[src/rtl/mtrap_pkg.sv]
// Package: shared privilege codes, status field positions and a field
// legalising helper for the machine trap controller.
// Assumes status words are at least 13 bits wide.
package mtrap_pkg;

    typedef enum logic [1:0] {
        PRIV_USER  = 2'b00,
        PRIV_SUPER = 2'b01,
        PRIV_MACH  = 2'b11
    } priv_e;

    localparam int STAT_IE_BIT   = 3;
    localparam int STAT_PIE_BIT  = 7;
    localparam int STAT_PP_LO    = 11;
    localparam int STAT_PP_HI    = 12;

    localparam logic [1:0] SEL_EPC    = 2'd0;
    localparam logic [1:0] SEL_STATUS = 2'd1;

    // Map the reserved privilege code onto user mode.
    function automatic logic [1:0] legal_priv(input logic [1:0] code);
        return (code == 2'b10) ? PRIV_USER : code;
    endfunction

endpackage

[src/rtl/mtrap_arbiter.sv]
// Module: decides which event wins this cycle. A trap beats a return,
// and both beat a software write.
// Assumes all inputs are stable around the clock edge; purely combinational
// apart from the clocked checks.
module mtrap_arbiter (
    input  logic clk,
    input  logic rst_n,
    input  logic irq_i,
    input  logic valid_i,
    input  logic mret_i,
    input  logic we_i,
    input  logic mie_i,
    output logic trap_take_o,
    output logic mret_take_o,
    output logic wr_en_o
);

    // Event priority: trap, then return, then write.
    always_comb begin
        trap_take_o = irq_i && valid_i && mie_i;
        mret_take_o = mret_i && valid_i && !trap_take_o;
        wr_en_o     = we_i && !trap_take_o && !mret_take_o;
    end

    // a trap is only accepted with interrupts enabled and a live instruction.
    a_r2_trap_gated: assert property (@(posedge clk) disable iff (!rst_n)
        trap_take_o |-> (mie_i && irq_i && valid_i));

    // at most one architectural event per cycle.
    a_r8_one_event: assert property (@(posedge clk) disable iff (!rst_n)
        $onehot0({trap_take_o, mret_take_o, wr_en_o}));

    // no return without a valid memory-stage instruction.
    a_r10_mret_needs_valid: assert property (@(posedge clk) disable iff (!rst_n)
        mret_take_o |-> valid_i);

endmodule

[src/rtl/mtrap_csr.sv]
// Module: the trap state registers (privilege, enable, saved enable,
// saved privilege, return address) and their update rules.
// Assumes at most one of trap_i, mret_i, wr_en_i is high in a cycle.
module mtrap_csr
    import mtrap_pkg::*;
#(
    parameter int XLEN = 32
) (
    input  logic            clk,
    input  logic            rst_n,
    input  logic            trap_i,
    input  logic            mret_i,
    input  logic            wr_en_i,
    input  logic [1:0]      wr_sel_i,
    input  logic [XLEN-1:0] wr_data_i,
    input  logic [XLEN-1:0] epc_i,
    output logic [1:0]      priv_o,
    output logic            mie_o,
    output logic            mpie_o,
    output logic [1:0]      mpp_o,
    output logic [XLEN-1:0] mepc_o
);

    logic [1:0]      priv_q;
    logic            ie_q;
    logic            pie_q;
    logic [1:0]      pp_q;
    logic [XLEN-1:0] epc_q;

    // Apply reset, trap entry, trap return or a software write.
    always_ff @(posedge clk) begin
        if (!rst_n) begin
            priv_q <= PRIV_MACH;
            ie_q   <= 1'b0;
            pie_q  <= 1'b0;
            pp_q   <= PRIV_USER;
            epc_q  <= '0;
        end else if (trap_i) begin
            epc_q  <= epc_i;
            pp_q   <= priv_q;
            pie_q  <= ie_q;
            ie_q   <= 1'b0;
            priv_q <= PRIV_MACH;
        end else if (mret_i) begin
            priv_q <= pp_q;
            ie_q   <= pie_q;
            pie_q  <= 1'b1;
            pp_q   <= PRIV_USER;
        end else if (wr_en_i) begin
            if (wr_sel_i == SEL_EPC) begin
                epc_q <= wr_data_i;
            end else if (wr_sel_i == SEL_STATUS) begin
                ie_q  <= wr_data_i[STAT_IE_BIT];
                pie_q <= wr_data_i[STAT_PIE_BIT];
                pp_q  <= legal_priv(wr_data_i[STAT_PP_HI:STAT_PP_LO]);
            end
        end
    end

    // Drive the register values out.
    always_comb begin
        priv_o = priv_q;
        mie_o  = ie_q;
        mpie_o = pie_q;
        mpp_o  = pp_q;
        mepc_o = epc_q;
    end

    // the return address captures the memory-stage PC on a trap.
    a_r4_epc_capture: assert property (@(posedge clk) disable iff (!rst_n)
        trap_i |=> (epc_q == $past(epc_i)));

    // trap entry saves state, masks interrupts and enters machine mode.
    a_r5_trap_entry: assert property (@(posedge clk) disable iff (!rst_n)
        trap_i |=> (priv_q == PRIV_MACH && !ie_q &&
                    pie_q == $past(ie_q) && pp_q == $past(priv_q)));

    // return restores state and parks the saved copies.
    a_r7_return: assert property (@(posedge clk) disable iff (!rst_n)
        mret_i |=> (priv_q == $past(pp_q) && ie_q == $past(pie_q) &&
                    pie_q && pp_q == PRIV_USER));

    // the saved privilege never holds the reserved code.
    a_r9_pp_legal: assert property (@(posedge clk) disable iff (!rst_n)
        pp_q != 2'b10);

    // the return address moves only on a trap or a select-0 write.
    a_r9_epc_hold: assert property (@(posedge clk) disable iff (!rst_n)
        (!trap_i && !(wr_en_i && wr_sel_i == SEL_EPC)) |=> $stable(epc_q));

endmodule

[src/rtl/mtrap_redirect.sv]
// Module: forms the fetch redirect and the one-cycle flush from the
// winning event.
// Assumes trap_i and mret_i are never high together.
module mtrap_redirect #(
    parameter int              XLEN     = 32,
    parameter logic [XLEN-1:0] TRAP_VEC = '0
) (
    input  logic            trap_i,
    input  logic            mret_i,
    input  logic [XLEN-1:0] mepc_i,
    output logic            redirect_valid_o,
    output logic [XLEN-1:0] redirect_pc_o,
    output logic            flush_o
);

    // Choose the fetch target and raise the flush with it.
    always_comb begin
        redirect_valid_o = trap_i || mret_i;
        flush_o          = trap_i || mret_i;
        redirect_pc_o    = trap_i ? TRAP_VEC : (mret_i ? mepc_i : '0);
    end

endmodule

[src/rtl/mtrap_ctrl.sv]
// Module: top of the machine trap controller. It joins the event arbiter,
// the trap state registers and the redirect logic.
// Assumes the pipeline presents the oldest uncommitted PC in epc_i whenever
// mem_valid_i is high; synchronous active-low reset.
module mtrap_ctrl
    import mtrap_pkg::*;
#(
    parameter int              XLEN     = 32,
    parameter logic [XLEN-1:0] TRAP_VEC = 32'h0000_0100
) (
    input  logic            clk,
    input  logic            rst_n,
    input  logic            irq_i,
    input  logic            mem_valid_i,
    input  logic [XLEN-1:0] epc_i,
    input  logic            mret_i,
    input  logic            csr_we_i,
    input  logic [1:0]      csr_sel_i,
    input  logic [XLEN-1:0] csr_wdata_i,
    output logic            redirect_valid_o,
    output logic [XLEN-1:0] redirect_pc_o,
    output logic            flush_o,
    output logic [1:0]      priv_o,
    output logic [XLEN-1:0] mepc_o,
    output logic            mie_o,
    output logic            mpie_o,
    output logic [1:0]      mpp_o
);

    logic trap_take;
    logic mret_take;
    logic wr_en;

    mtrap_arbiter u_arb (
        .clk         (clk),
        .rst_n       (rst_n),
        .irq_i       (irq_i),
        .valid_i     (mem_valid_i),
        .mret_i      (mret_i),
        .we_i        (csr_we_i),
        .mie_i       (mie_o),
        .trap_take_o (trap_take),
        .mret_take_o (mret_take),
        .wr_en_o     (wr_en)
    );

    mtrap_csr #(.XLEN(XLEN)) u_csr (
        .clk       (clk),
        .rst_n     (rst_n),
        .trap_i    (trap_take),
        .mret_i    (mret_take),
        .wr_en_i   (wr_en),
        .wr_sel_i  (csr_sel_i),
        .wr_data_i (csr_wdata_i),
        .epc_i     (epc_i),
        .priv_o    (priv_o),
        .mie_o     (mie_o),
        .mpie_o    (mpie_o),
        .mpp_o     (mpp_o),
        .mepc_o    (mepc_o)
    );

    mtrap_redirect #(.XLEN(XLEN), .TRAP_VEC(TRAP_VEC)) u_redir (
        .trap_i           (trap_take),
        .mret_i           (mret_take),
        .mepc_i           (mepc_o),
        .redirect_valid_o (redirect_valid_o),
        .redirect_pc_o    (redirect_pc_o),
        .flush_o          (flush_o)
    );

    // an accepted interrupt redirects to the vector and flushes.
    a_r3_trap_redirect: assert property (@(posedge clk) disable iff (!rst_n)
        (irq_i && mem_valid_i && mie_o) |->
            (redirect_valid_o && flush_o && redirect_pc_o == TRAP_VEC));

    // an unopposed valid return redirects to the saved address.
    a_r6_mret_redirect: assert property (@(posedge clk) disable iff (!rst_n)
        (mret_i && mem_valid_i && !(irq_i && mie_o)) |->
            (redirect_valid_o && flush_o && redirect_pc_o == mepc_o));

    // with no instruction in the memory stage nothing is redirected.
    a_r2_idle_quiet: assert property (@(posedge clk) disable iff (!rst_n)
        !mem_valid_i |-> (!redirect_valid_o && !flush_o));

    // the first cycle after reset is in machine mode with interrupts off.
    a_r1_reset_state: assert property (@(posedge clk)
        !rst_n |=> (priv_o == PRIV_MACH && !mie_o && !mpie_o && mpp_o == PRIV_USER));

endmodule

[config.mk]
export PLATFORM = sky130hd
export DESIGN_NAME = mtrap_ctrl
export DESIGN_NICKNAME = d
export VERILOG_FILES = /design/src/rtl/mtrap_pkg.sv /design/src/rtl/mtrap_arbiter.sv /design/src/rtl/mtrap_csr.sv /design/src/rtl/mtrap_redirect.sv /design/src/rtl/mtrap_ctrl.sv
export SDC_FILE = /design/constraint.sdc
export NUM_CORES = 1
export LEC_CHECK = 0
export CAP_MARGIN = 20
export CORE_UTILIZATION = 41
export DETAILED_ROUTE_END_ITERATION = 6
export DONT_BUFFER_PORTS = 1
export PLACE_DENSITY = 0.63
export SLEW_MARGIN = 20
export SYNTH_ARGS = -nofsm -noshare
export SYNTH_HDL_FRONTEND = slang
export SYNTH_SLANG_ARGS = --single-unit
export TNS_END_PERCENT = 5
[constraint.sdc]
create_clock -name clk -period 1.2 [get_ports clk]
set_input_delay 0 -clock clk [delete_from_list [all_inputs] [get_ports clk]]
set_output_delay 0 -clock clk [all_outputs]
set_load 0.01 [all_outputs]
==> results of run 1 <==
[state kept, by name, indices dropped and copies added, names as in the netlist]
signal,count
u_csr.priv_o,2
u_csr.mie_o,1
u_csr.mpie_o,1
u_csr.mpp_o,2
u_csr.mepc_o,32
[critical path, delay by kind of cell, from the launching register on]
family                 cells  cell delay (ps)
buffers and inverters      2              270
AND/OR/NAND/NOR            1              160
AO/OA/AOI/OAI              1              150
flip-flops                 1              360
[synthesized netlist by cell type (all sizes together)]
| cell type | number | area (um^2) |
|---|---|---|
| clkbuf | 10 | 48.8 |
| and3 | 1 | 6.26 |
| o311a | 1 | 10.0 |
| nor2 | 2 | 7.51 |
| inv | 2 | 7.50 |
| nor3b | 1 | 12.5 |
| nand3b | 1 | 7.51 |
| nand4 | 2 | 12.5 |
| a221oi | 1 | 8.76 |
| a31oi | 3 | 18.8 |
| a21oi | 62 | 419 |
| nand3 | 3 | 20.0 |
| dfxtp | 38 | 761 |
| and3b | 1 | 8.76 |
| a21o | 1 | 7.51 |
| buf | 12 | 158 |
| a21bo | 1 | 10.0 |
| and2 | 32 | 203 |
| a22o | 1 | 8.76 |
| nand2b | 1 | 6.26 |
| o311ai | 1 | 8.76 |
| nand2 | 48 | 185 |
| o21ai | 33 | 165 |
[timing repair]
action / CTS / global route
pin swaps: 1 / 5
buffers inserted: 5 / 0
gates resized for setup: 41 / 6
cloned: 2 / 0
endpoints found under the hold margin: 38 / 0
setup endpoints to repair: 31 / 65
hold buffers: 68 / 0
[layer usage]
layer / vias to the layer above / global-route usage / wire length [um]
met2: 96 / 0.448 / 3680
met1: 1011 / 0.281 / 2630
li1: 1031 / - / -
met3: 15 / 0.0590 / 417
met4: 0 / 0.0962 / 200
met5: - / 0 / 0
[metrics by stage]
| stage | total power, mW | instances | setup TNS (ps) | worst slack (ps) | util |
|---|---|---|---|---|---|
| global route | 3.02 | 400 | -2290 | -80.3 | 0.639 |
| global placement | 1.78 | 318 | 0 | 58.9 | 0.442 |
| detailed placement | 1.79 | 318 | 0 | 44.6 | 0.442 |
| floorplan | 1.74 | 258 | 0 | 7.09 | - |
| CTS | 2.87 | 400 | -687 | -32.2 | 0.635 |
| finish | 2.88 | 400 | -345 | -24.3 | 0.639 |
[how the worst max path moves through the flow]
stage | startpoint | to | slack [ps] | cells past startpoint
CTS | u_csr.mie_o | redirect_pc_o[11] | -30 | 4
detailed placement | u_csr.mie_o | u_csr.mpp_o[0] | 40 | 4
global route | u_csr.mie_o | redirect_pc_o[31] | -80 | 4
floorplan | u_csr.mie_o | u_csr.mpp_o[1] | 7 | 4
global placement | u_csr.mie_o | u_csr.mpp_o[0] | 60 | 4
finish | u_csr.mie_o | redirect_pc_o[11] | -20 | 4
[cell type report]
type                       instances  area, um^2  area share
multi-input combinational        196        1220       0.396
clock buffer                       7        76.3      0.0248
tap                               67        83.8      0.0272
inverter                           2        7.51     0.00244
sequential                        38         764       0.248
timing repair buffer              90         927       0.301
[logic make-up (layout without fill, tap and decap cells)]
| family | Yosys count | in the layout | synth area share |
|---|---|---|---|
| AND/OR/NAND/NOR | 92 | 92 | 0.223 |
| flip-flops | 38 | 38 | 0.362 |
| buffers and inverters | 24 | 99 | 0.102 |
| AO/OA/AOI/OAI | 104 | 104 | 0.313 |
[power groups by stage]
stage | Combinational (mW) | Clock [mW] | Sequential [mW]
detailed placement | 0.322 | 0 | 1.47
floorplan | 0.285 | 0 | 1.45
finish | 0.611 | 0.828 | 1.44
global route | 0.661 | 0.905 | 1.45
CTS | 0.591 | 0.840 | 1.44
global placement | 0.315 | 0 | 1.47
==> key figures, run 1 <==
Die
  – Die area: 5410 um^2
  – Core area: 4820 um^2
  – Top Ports: 144
  – Die Wd: 73.6 um
  – Initial Util: 0.436
  – Die Ht: 73.6 um
  – Rows: 25

Yosys
  – Register bit total from synthesis: 38
  – Post-synthesis sequential area ratio: 0.362
  – Post-Syn Instances: 258
  – Synth cell types: 34
  – Ys Warns: 0
  – Syn Nets: 330
  – Synthesized cell area: 2100 um^2
  – Avg Inst Size Synth: 8.14 um^2

STA
  – Final Max Tran Viols: 0
  – Slew @ Worst Pin: 326 ps
  – Clk_skew: 3.98 ps
  – RSZ-0062 raised after global routing: yes
  – Final hold slack: 20.9 ps
  – Final period util: 1.02
  – Tmin final: 1220 ps
  – Max Freq: 0.817 GHz
  – Final WS setup: -24.3 ps
  – Final hold violation count: 0
  – Setup-failing EPs final: 25
  – Max-slew headroom: 0.780

Power
  – Peak supply drop: 0.599 mV
  – Sw Pwr: 805 uW
  – Combinational Power Share: 0.212
  – Seq pwr share: 0.501
  – PD cells: 936 nW/um^2
  – Int Pwr: 2.08 mW
  – Clock power frac: 0.287
  – Leak: 1.16 nW
  – Switch share: 0.279

Setup path
  – CP max stage delay: 360 ps
  – Crit end category: primary output
  – Critical Path Source Type: flip-flop
  – Cell at the slowest stage of the critical path: dfxtp_4
  – Setup CP Type: flip-flop to primary output
  – R2R depth: 4
  – Worst Path Max Fanout: 7
  – CP cell instances: a21oi_4 -> buf_6 -> buf_8 -> and2_4
  – Worst EP arrival: 1220 ps
  – Critical path data required time: 1200 ps
  – R2r setup slk: 30 ps
  – Worst R2R End: u_csr.mie_o
  – Reg-to-reg startpoint: u_csr.mie_o

GRT
  – Antenna violations before repair: 0
  – GRT Total Usage: 0.248
  – Overflow after GRT: 0
  – Largest net degree at the start of global routing: 38
  – Number of global-route vias before repair: 2164
  – First-pass GRT wire length: 10100 um

Finish
  – Final #Nets: 405
  – Fillers: 417
  – Syn-to-layout area delta: 46.6%
  – Most common cell after layout, fill and taps aside: dlygate4sd3_1
  – Post-Layout Inst Area: 3080 um^2
  – Most frequent cells in the layout: dlygate4sd3_1, nand2_1, dfxtp_1, o21ai_0
  – Layout cell share with drive strength beyond 1: 0.294
  – Antenna diode count: 0

Routing
  – WL/cell: 17.3 um
  – Detail Route Antenna Nets: 0
  – DR pass1 iterations: 4
  – Total length of routed wires: 6930 um
  – DR vias: 2153
  – Drc violations: 0
  – Starting DRT DRC Count: 89
  – Via/cell ratio: 5.38

Placement
  – Post-DP HPWL: 3790 um
  – Placed instance area: 2130 um^2
  – PortBufs: 0
  – Placer Congestion: 0.784

Run status
  – Outcome: finished with violations
  – Failing checks: setup timing

Clock network
  – Clk buf depth: 2
  – Root buf cell: clkbuf_8
  – Clock Latency Late Sink: 280 ps
  – Num CTS Buffers: 5
  – CTS tree: done
  – Clock transition at the registers of the reported paths: 70 ps
  – CTS Sinks: 38
  – H-Tree Depth: 2

Min path
  – Hold Crit Start: mem_valid_i
  – Hold Crit Endpoint: u_csr.mpp_o[0]
  – Hold Path Depth: 3
  – HP Class: primary input to flip-flop

Run
  – Max cap viols: 0
No activity file was read; power rests on OpenSTA's default activity.
==> run 2, diff against run 1 <==
- CORE_MARGIN: default -> 5
==> run 2 against run 1 <==
  * Flip-flop and latch count is the same
  * Global-route usage shrank 2.2 points
  * The flow still finishes with violations (setup timing)
  * Critical path type unchanged
  * Wire length grew 10%
  * Register-to-register slack is essentially flat
  * Largest power group unchanged
  * Sequential share of layout area shrank 0.59 points
==> key figures, run 2 (same netlist as run 1, synthesis figures left out) <==
Finish
  – Fin cells: 405 (was 400)
  – Most frequent cells in the layout: dlygate4sd3_1, nand2_1, dfxtp_1, a21oi_1, and2_4 (was dlygate4sd3_1, nand2_1, dfxtp_1, o21ai_0)
  – Syn-to-layout area delta: 49.7% (was 46.6%)
  – Most common cell after layout, fill and taps aside: dlygate4sd3_1 (unchanged)
  – Max reg flops: 32 (unchanged)
  – Layout Utilization: 0.624 (was 0.639)
  – Layout cell share with drive strength beyond 1: 0.299 (was 0.294)
  – Antenna diode count: 0 (unchanged)
  – Final #Nets: 406 (was 405)
  – Post-Layout Inst Area: 3140 um^2 (was 3080 um^2)

Die
  – Die Ht: 81.6 um (was 73.6 um)
  – Die Wd: 81.6 um (was 73.6 um)
  – Initial Util: 0.417 (was 0.436)
  – Core area: 5040 um^2 (was 4820 um^2)
  – Die area: 6660 um^2 (was 5410 um^2)
  – Rows: 26 (was 25)
  – Top Ports: 144 (unchanged)

GRT
  – Overflow after GRT: 0 (unchanged)
  – First-pass GRT wire length: 11300 um (was 10100 um)
  – GRT Total Usage: 0.226 (was 0.248)
  – Antenna violations before repair: 0 (unchanged)
  – Number of global-route vias before repair: 2203 (was 2164)
  – Largest net degree at the start of global routing: 38 (unchanged)

STA
  – Slew @ Worst Pin: 283 ps (was 326 ps)
  – Final hold violation count: 0 (unchanged)
  – Max-slew headroom: 0.809 (was 0.780)
  – Tmin final: 1330 ps (was 1220 ps)
  – RSZ-0062 raised after global routing: yes (unchanged)
  – Final period util: 1.11 (was 1.02)
  – Max Freq: 0.751 GHz (was 0.817 GHz)
  – Final WS setup: -132 ps (was -24.3 ps)
  – Setup-failing EPs final: 31 (was 25)
  – Clk_skew: 7.00 ps (was 3.98 ps)
  – Final Max Tran Viols: 0 (unchanged)

Power
  – PD cells: 1000 nW/um^2 (was 936 nW/um^2)
  – Peak supply drop: 0.577 mV (was 0.599 mV)
  – Pwr Total: 3.15 mW (was 2.88 mW)
  – Leak: 1.19 nW (was 1.16 nW)

Routing
  – Drc violations: 0 (unchanged)
  – Met3 WL: 715 um (was 417 um)
  – Detail Route Antenna Nets: 0 (unchanged)
  – Wl on met1: 2830 um (was 2630 um)
  – Met2 wire len: 3890 um (was 3680 um)
  – DR vias: 2191 (was 2153)
  – Via/cell ratio: 5.41 (was 5.38)
  – Total length of routed wires: 7630 um (was 6930 um)
  – WL/cell: 18.8 um (was 17.3 um)
  – Starting DRT DRC Count: 118 (was 89)
  – DR pass1 iterations: 4 (unchanged)
  – Max layer used: met4 (unchanged)

Placement
  – Placer Congestion: 0.804 (was 0.784)
  – PortBufs: 0 (unchanged)
  – Placed instance area: 2150 um^2 (was 2130 um^2)
  – DP Worst Slack: 70.7 ps (was 44.6 ps)
  – Post-DP HPWL: 4460 um (was 3790 um)
  – Inst Count DP: 322 (was 318)

Setup path
  – Cell at the slowest stage of the critical path: dfxtp_2 (was dfxtp_4)
  – Worst Path Max Fanout: 5 (was 7)
  – WP depth: 5 (was 4)
  – CP bufs+invs: 3 (was 2)
  – Most common cell on crit path: buf_6
  – Crit end category: primary output (unchanged)
  – R2R depth: 7 (was 4)
  – CP cell instances: buf_6 -> a21oi_4 -> buf_6 -> buf_6 -> and2_4 (was a21oi_4 -> buf_6 -> buf_8 -> and2_4)
  – Worst EP arrival: 1330 ps (was 1220 ps)
  – Critical Path Source Type: flip-flop (unchanged)
  – Critical path data required time: 1200 ps (about the same)
  – CP max stage delay: 330 ps (was 360 ps)
  – CP delay by family, top: buffers and inverters (was flip-flops)
  – Setup CP Type: flip-flop to primary output (unchanged)

Clock network
  – Clock Latency Late Sink: 290 ps (was 280 ps)
  – Clock transition at the registers of the reported paths: 80 ps (was 70 ps)
  – Num CTS Buffers: 5 (unchanged)
  – Root buf cell: clkbuf_8 (unchanged)
  – H-Tree Depth: 2 (unchanged)
  – CTS Sinks: 38 (unchanged)
  – CTS tree: done (unchanged)
  – Clk buf depth: 2 (unchanged)

Run status
  – Failing checks: setup timing (unchanged)
  – Outcome: finished with violations (unchanged)

Min path
  – HP Class: primary input to flip-flop (unchanged)
  – Hold Path Depth: 4 (was 3)

Run
  – Max cap viols: 0 (unchanged)
-- run 2: path summary, 6_finish.rpt --
| path | from | to | slack [ps] |
|---|---|---|---|
| max | u_csr.mie_o | redirect_pc_o[20] | -130 |
| min reg2reg | u_csr.mepc_o[5] | u_csr.mepc_o[5] | 520 |
| min | irq_i | u_csr.priv_o[0] | 30 |
| max reg2reg | u_csr.mie_o | u_csr.priv_o[1] | 30 |
-- run 2: power breakdown --
| part | switching, mW | internal [mW] | leakage (nW) |
|---|---|---|---|
| Sequential | 0.103 | 1.34 | 0.311 |
| Clock | 0.458 | 0.623 | 0.0524 |
| Combinational | 0.285 | 0.349 | 0.826 |
| Total | 0.846 | 2.31 | 1.19 |
-- run 2: timing repair --
action,CTS,global route
hold endpoints to repair,38,0
setup buffers,4,0
endpoints found under the setup margin,31,64
pin swaps,2,3
hold buffers,68,0
gates cloned,3,0
resized for setup,50,5
-- run 2: worst min-delay path, cell delays in order --
cell and delay, ps:
nand2_1 50, nand3_1 110, nand2_1 60, nand4_1 70
-- run 2: final cells by class --
| cell class | instances | area (um^2) |
|---|---|---|
| fillers | 423 | 1900 |
| repair buffers | 91 | 962 |
| multi-input cells | 196 | 1220 |
| well taps | 70 | 87.6 |
| clock buffers | 7 | 76.3 |
| inverters | 2 | 7.51 |
| clock inverters | 1 | 30.0 |
| flip-flops and latches | 38 | 762 |
-- run 2: metal layers --
metal  vias up  global-route usage
li1       1031                   -
met1      1041               0.245
met2       100               0.393
met3        19              0.0888
met4         0              0.0930
met5         -                   0
-- run 2: stage by stage --
step | hold WS (ps) | TNS, ps
finish | 32.3 | -3450
global route | 55.0 | -5100
CTS | 29.8 | -4070
detailed placement | 83.2 | 0
global placement | 80.7 | 0
floorplan | 140 | 0
==> run 3, diff against run 2 <==
- CORE_ASPECT_RATIO: default -> 0.8
==> run 3 against run 2 <==
  * The run still ends with setup timing left
  * Cell area down 4.6%
  * Maximum frequency down 2.0%
  * Non-clock buffer count down 7
  * Wire length down 7.5%
  * Critical path type unchanged
  * Largest cell class unchanged
==> key figures, run 3 (same netlist as run 1, synthesis figures left out) <==
Run status
  – Outcome: finished with violations (unchanged)
  – Failing checks: setup timing (unchanged)

STA
  – Slew @ Worst Pin: 426 ps (was 283 ps)
  – Clk_skew: 9.94 ps (was 7.00 ps)
  – Final WS setup: -159 ps (was -132 ps)
  – Final Max Tran Viols: 0 (unchanged)
  – Max-slew headroom: 0.713 (was 0.809)
  – Max Freq: 0.736 GHz (was 0.751 GHz)
  – Setup-failing EPs final: 31 (unchanged)
  – RSZ-0062 raised after global routing: yes (unchanged)
  – Tmin final: 1360 ps (was 1330 ps)
  – Final period util: 1.13 (was 1.11)
  – Final hold violation count: 0 (unchanged)

Setup path
  – Worst Path Max Fanout: 11 (was 5)
  – Worst EP arrival: 1360 ps (was 1330 ps)
  – Crit end category: primary output (unchanged)
  – Critical path data required time: 1200 ps (about the same)
  – Setup CP Type: flip-flop to primary output (unchanged)
  – Critical Path Source Type: flip-flop (unchanged)

Routing
  – Drc violations: 0 (unchanged)
  – Detail Route Antenna Nets: 0 (unchanged)
  – WL/cell: 18.1 um (was 18.8 um)
  – Via/cell ratio: 5.57 (was 5.41)
  – Total length of routed wires: 7060 um (was 7630 um)
  – DR vias: 2174 (was 2191)
  – Starting DRT DRC Count: 111 (was 118)
  – DR pass1 iterations: 4 (unchanged)

Die
  – Rows: 23 (was 26)
  – Die Wd: 90.0 um (was 81.6 um)
  – Die area: 6660 um^2 (about the same)
  – Top Ports: 144 (unchanged)
  – Initial Util: 0.422 (was 0.417)
  – Die Ht: 74.0 um (was 81.6 um)
  – Core area: 4980 um^2 (was 5040 um^2)

Placement
  – Inst Count DP: 313 (was 322)
  – PortBufs: 0 (unchanged)
  – Post-DP HPWL: 4440 um (was 4460 um)
  – Placer Congestion: 0.772 (was 0.804)

Clock network
  – Clock Latency Late Sink: 290 ps (about the same)
  – H-Tree Depth: 2 (unchanged)
  – Num CTS Buffers: 5 (unchanged)
  – Post-CTS setup buffer count: 0 (was 4)
  – Clock transition at the registers of the reported paths: 80 ps (about the same)
  – Clk buf depth: 2 (unchanged)
  – CTS Sinks: 38 (unchanged)
  – Root buf cell: clkbuf_8 (unchanged)
  – CTS tree: done (unchanged)

GRT
  – Largest net degree at the start of global routing: 38 (unchanged)
  – Number of global-route vias before repair: 2205 (was 2203)
  – Overflow after GRT: 0 (unchanged)
  – GRT Total Usage: 0.205 (was 0.226)
  – First-pass GRT wire length: 11000 um (was 11300 um)
  – Antenna violations before repair: 0 (unchanged)

Finish
  – Syn-to-layout area delta: 42.8% (was 49.7%)
  – Fin cells: 390 (was 405)
  – Max reg flops: 32 (unchanged)
  – Antenna diode count: 0 (unchanged)
  – Most common cell after layout, fill and taps aside: dlygate4sd3_1 (unchanged)
  – Layout cell share with drive strength beyond 1: 0.244 (was 0.299)
  – Most frequent cells in the layout: dlygate4sd3_1, nand2_1, dfxtp_1, o21ai_0, a21oi_1 (was dlygate4sd3_1, nand2_1, dfxtp_1, a21oi_1, and2_4)
  – Final #Nets: 399 (was 406)

Power
  – PD cells: 984 nW/um^2 (was 1000 nW/um^2)
  – Leak: 1.12 nW (was 1.19 nW)
  – Pwr Total: 2.95 mW (was 3.15 mW)
  – Peak supply drop: 0.697 mV (was 0.577 mV)

Run
  – Max cap viols: 0 (unchanged)

Min path
  – HP Class: primary input to flip-flop (unchanged)
[run 3: cell count changes in the layout (fill, tap and decap cells not counted), sizes merged]
cell and change:
bufinv -1, clkinvlp +1, clkbuf -1, clkinv +1, buf -7
[run 3: timing repair]
action,4_1_cts,5_1_grt
gates cloned,1,0
endpoints found under the hold margin,38,0
gates resized for setup,22,3
hold buffers,68,0
endpoints found under the setup margin,33,40
pin swaps,1,0
[run 3: per-layer routing]
layer	GRT usage	vias to the layer above	share of wire
met3	0.0556	8	0.079
li1	-	1019	-
met4	0.0711	0	0.011
met1	0.248	1027	0.40
met5	0	-	0
met2	0.356	120	0.51
[run 3: through the flow]
step	setup TNS [ps]	hold WS, ps	util	worst slack (ps)	cell area [um^2]
6_report	-3830	10.1	0.602	-159	3000
2_1_floorplan	0	140	-	7.09	2100
5_1_grt	-5650	25.7	0.602	-212	3000
3_5_place_dp	0	82.5	0.429	53.5	2140
4_1_cts	-3820	3.57	0.601	-139	2990
3_3_place_gp	0	78.8	0.429	32.4	2140
[run 3: worst paths after layout]
path              startpoint                to  slack [ps]  cells past startpoint
max              u_csr.mie_o  redirect_pc_o[2]        -160                      4
min                    irq_i   u_csr.priv_o[1]          10                      4
min reg2reg  u_csr.mepc_o[6]   u_csr.mepc_o[6]         510                      2
max reg2reg      u_csr.mie_o       u_csr.mie_o          30                      4
[run 3: cell type report]
type,instances,area (um^2)
Clock buffer,6,82.6
Clock inverter,2,12.5
Fill cell,441,1980
Inverter,2,7.51
Multi-Input combinational cell,196,1180
Sequential cell,38,762
Tap cell,62,77.6
Timing Repair Buffer,84,880
[run 3: critical path, cell delays in order, from the launching register on]
cell and delay, ps:
dfxtp_2 340, buf_6 120, a21oi_4 200, buf_6 190
and2_1 210
[run 3: power breakdown]
group          total (mW)  internal (mW)  switching [mW]
logic               0.578          0.316           0.262
clock network       0.926          0.462           0.464
registers            1.45           1.34           0.108
total                2.95           2.12           0.834
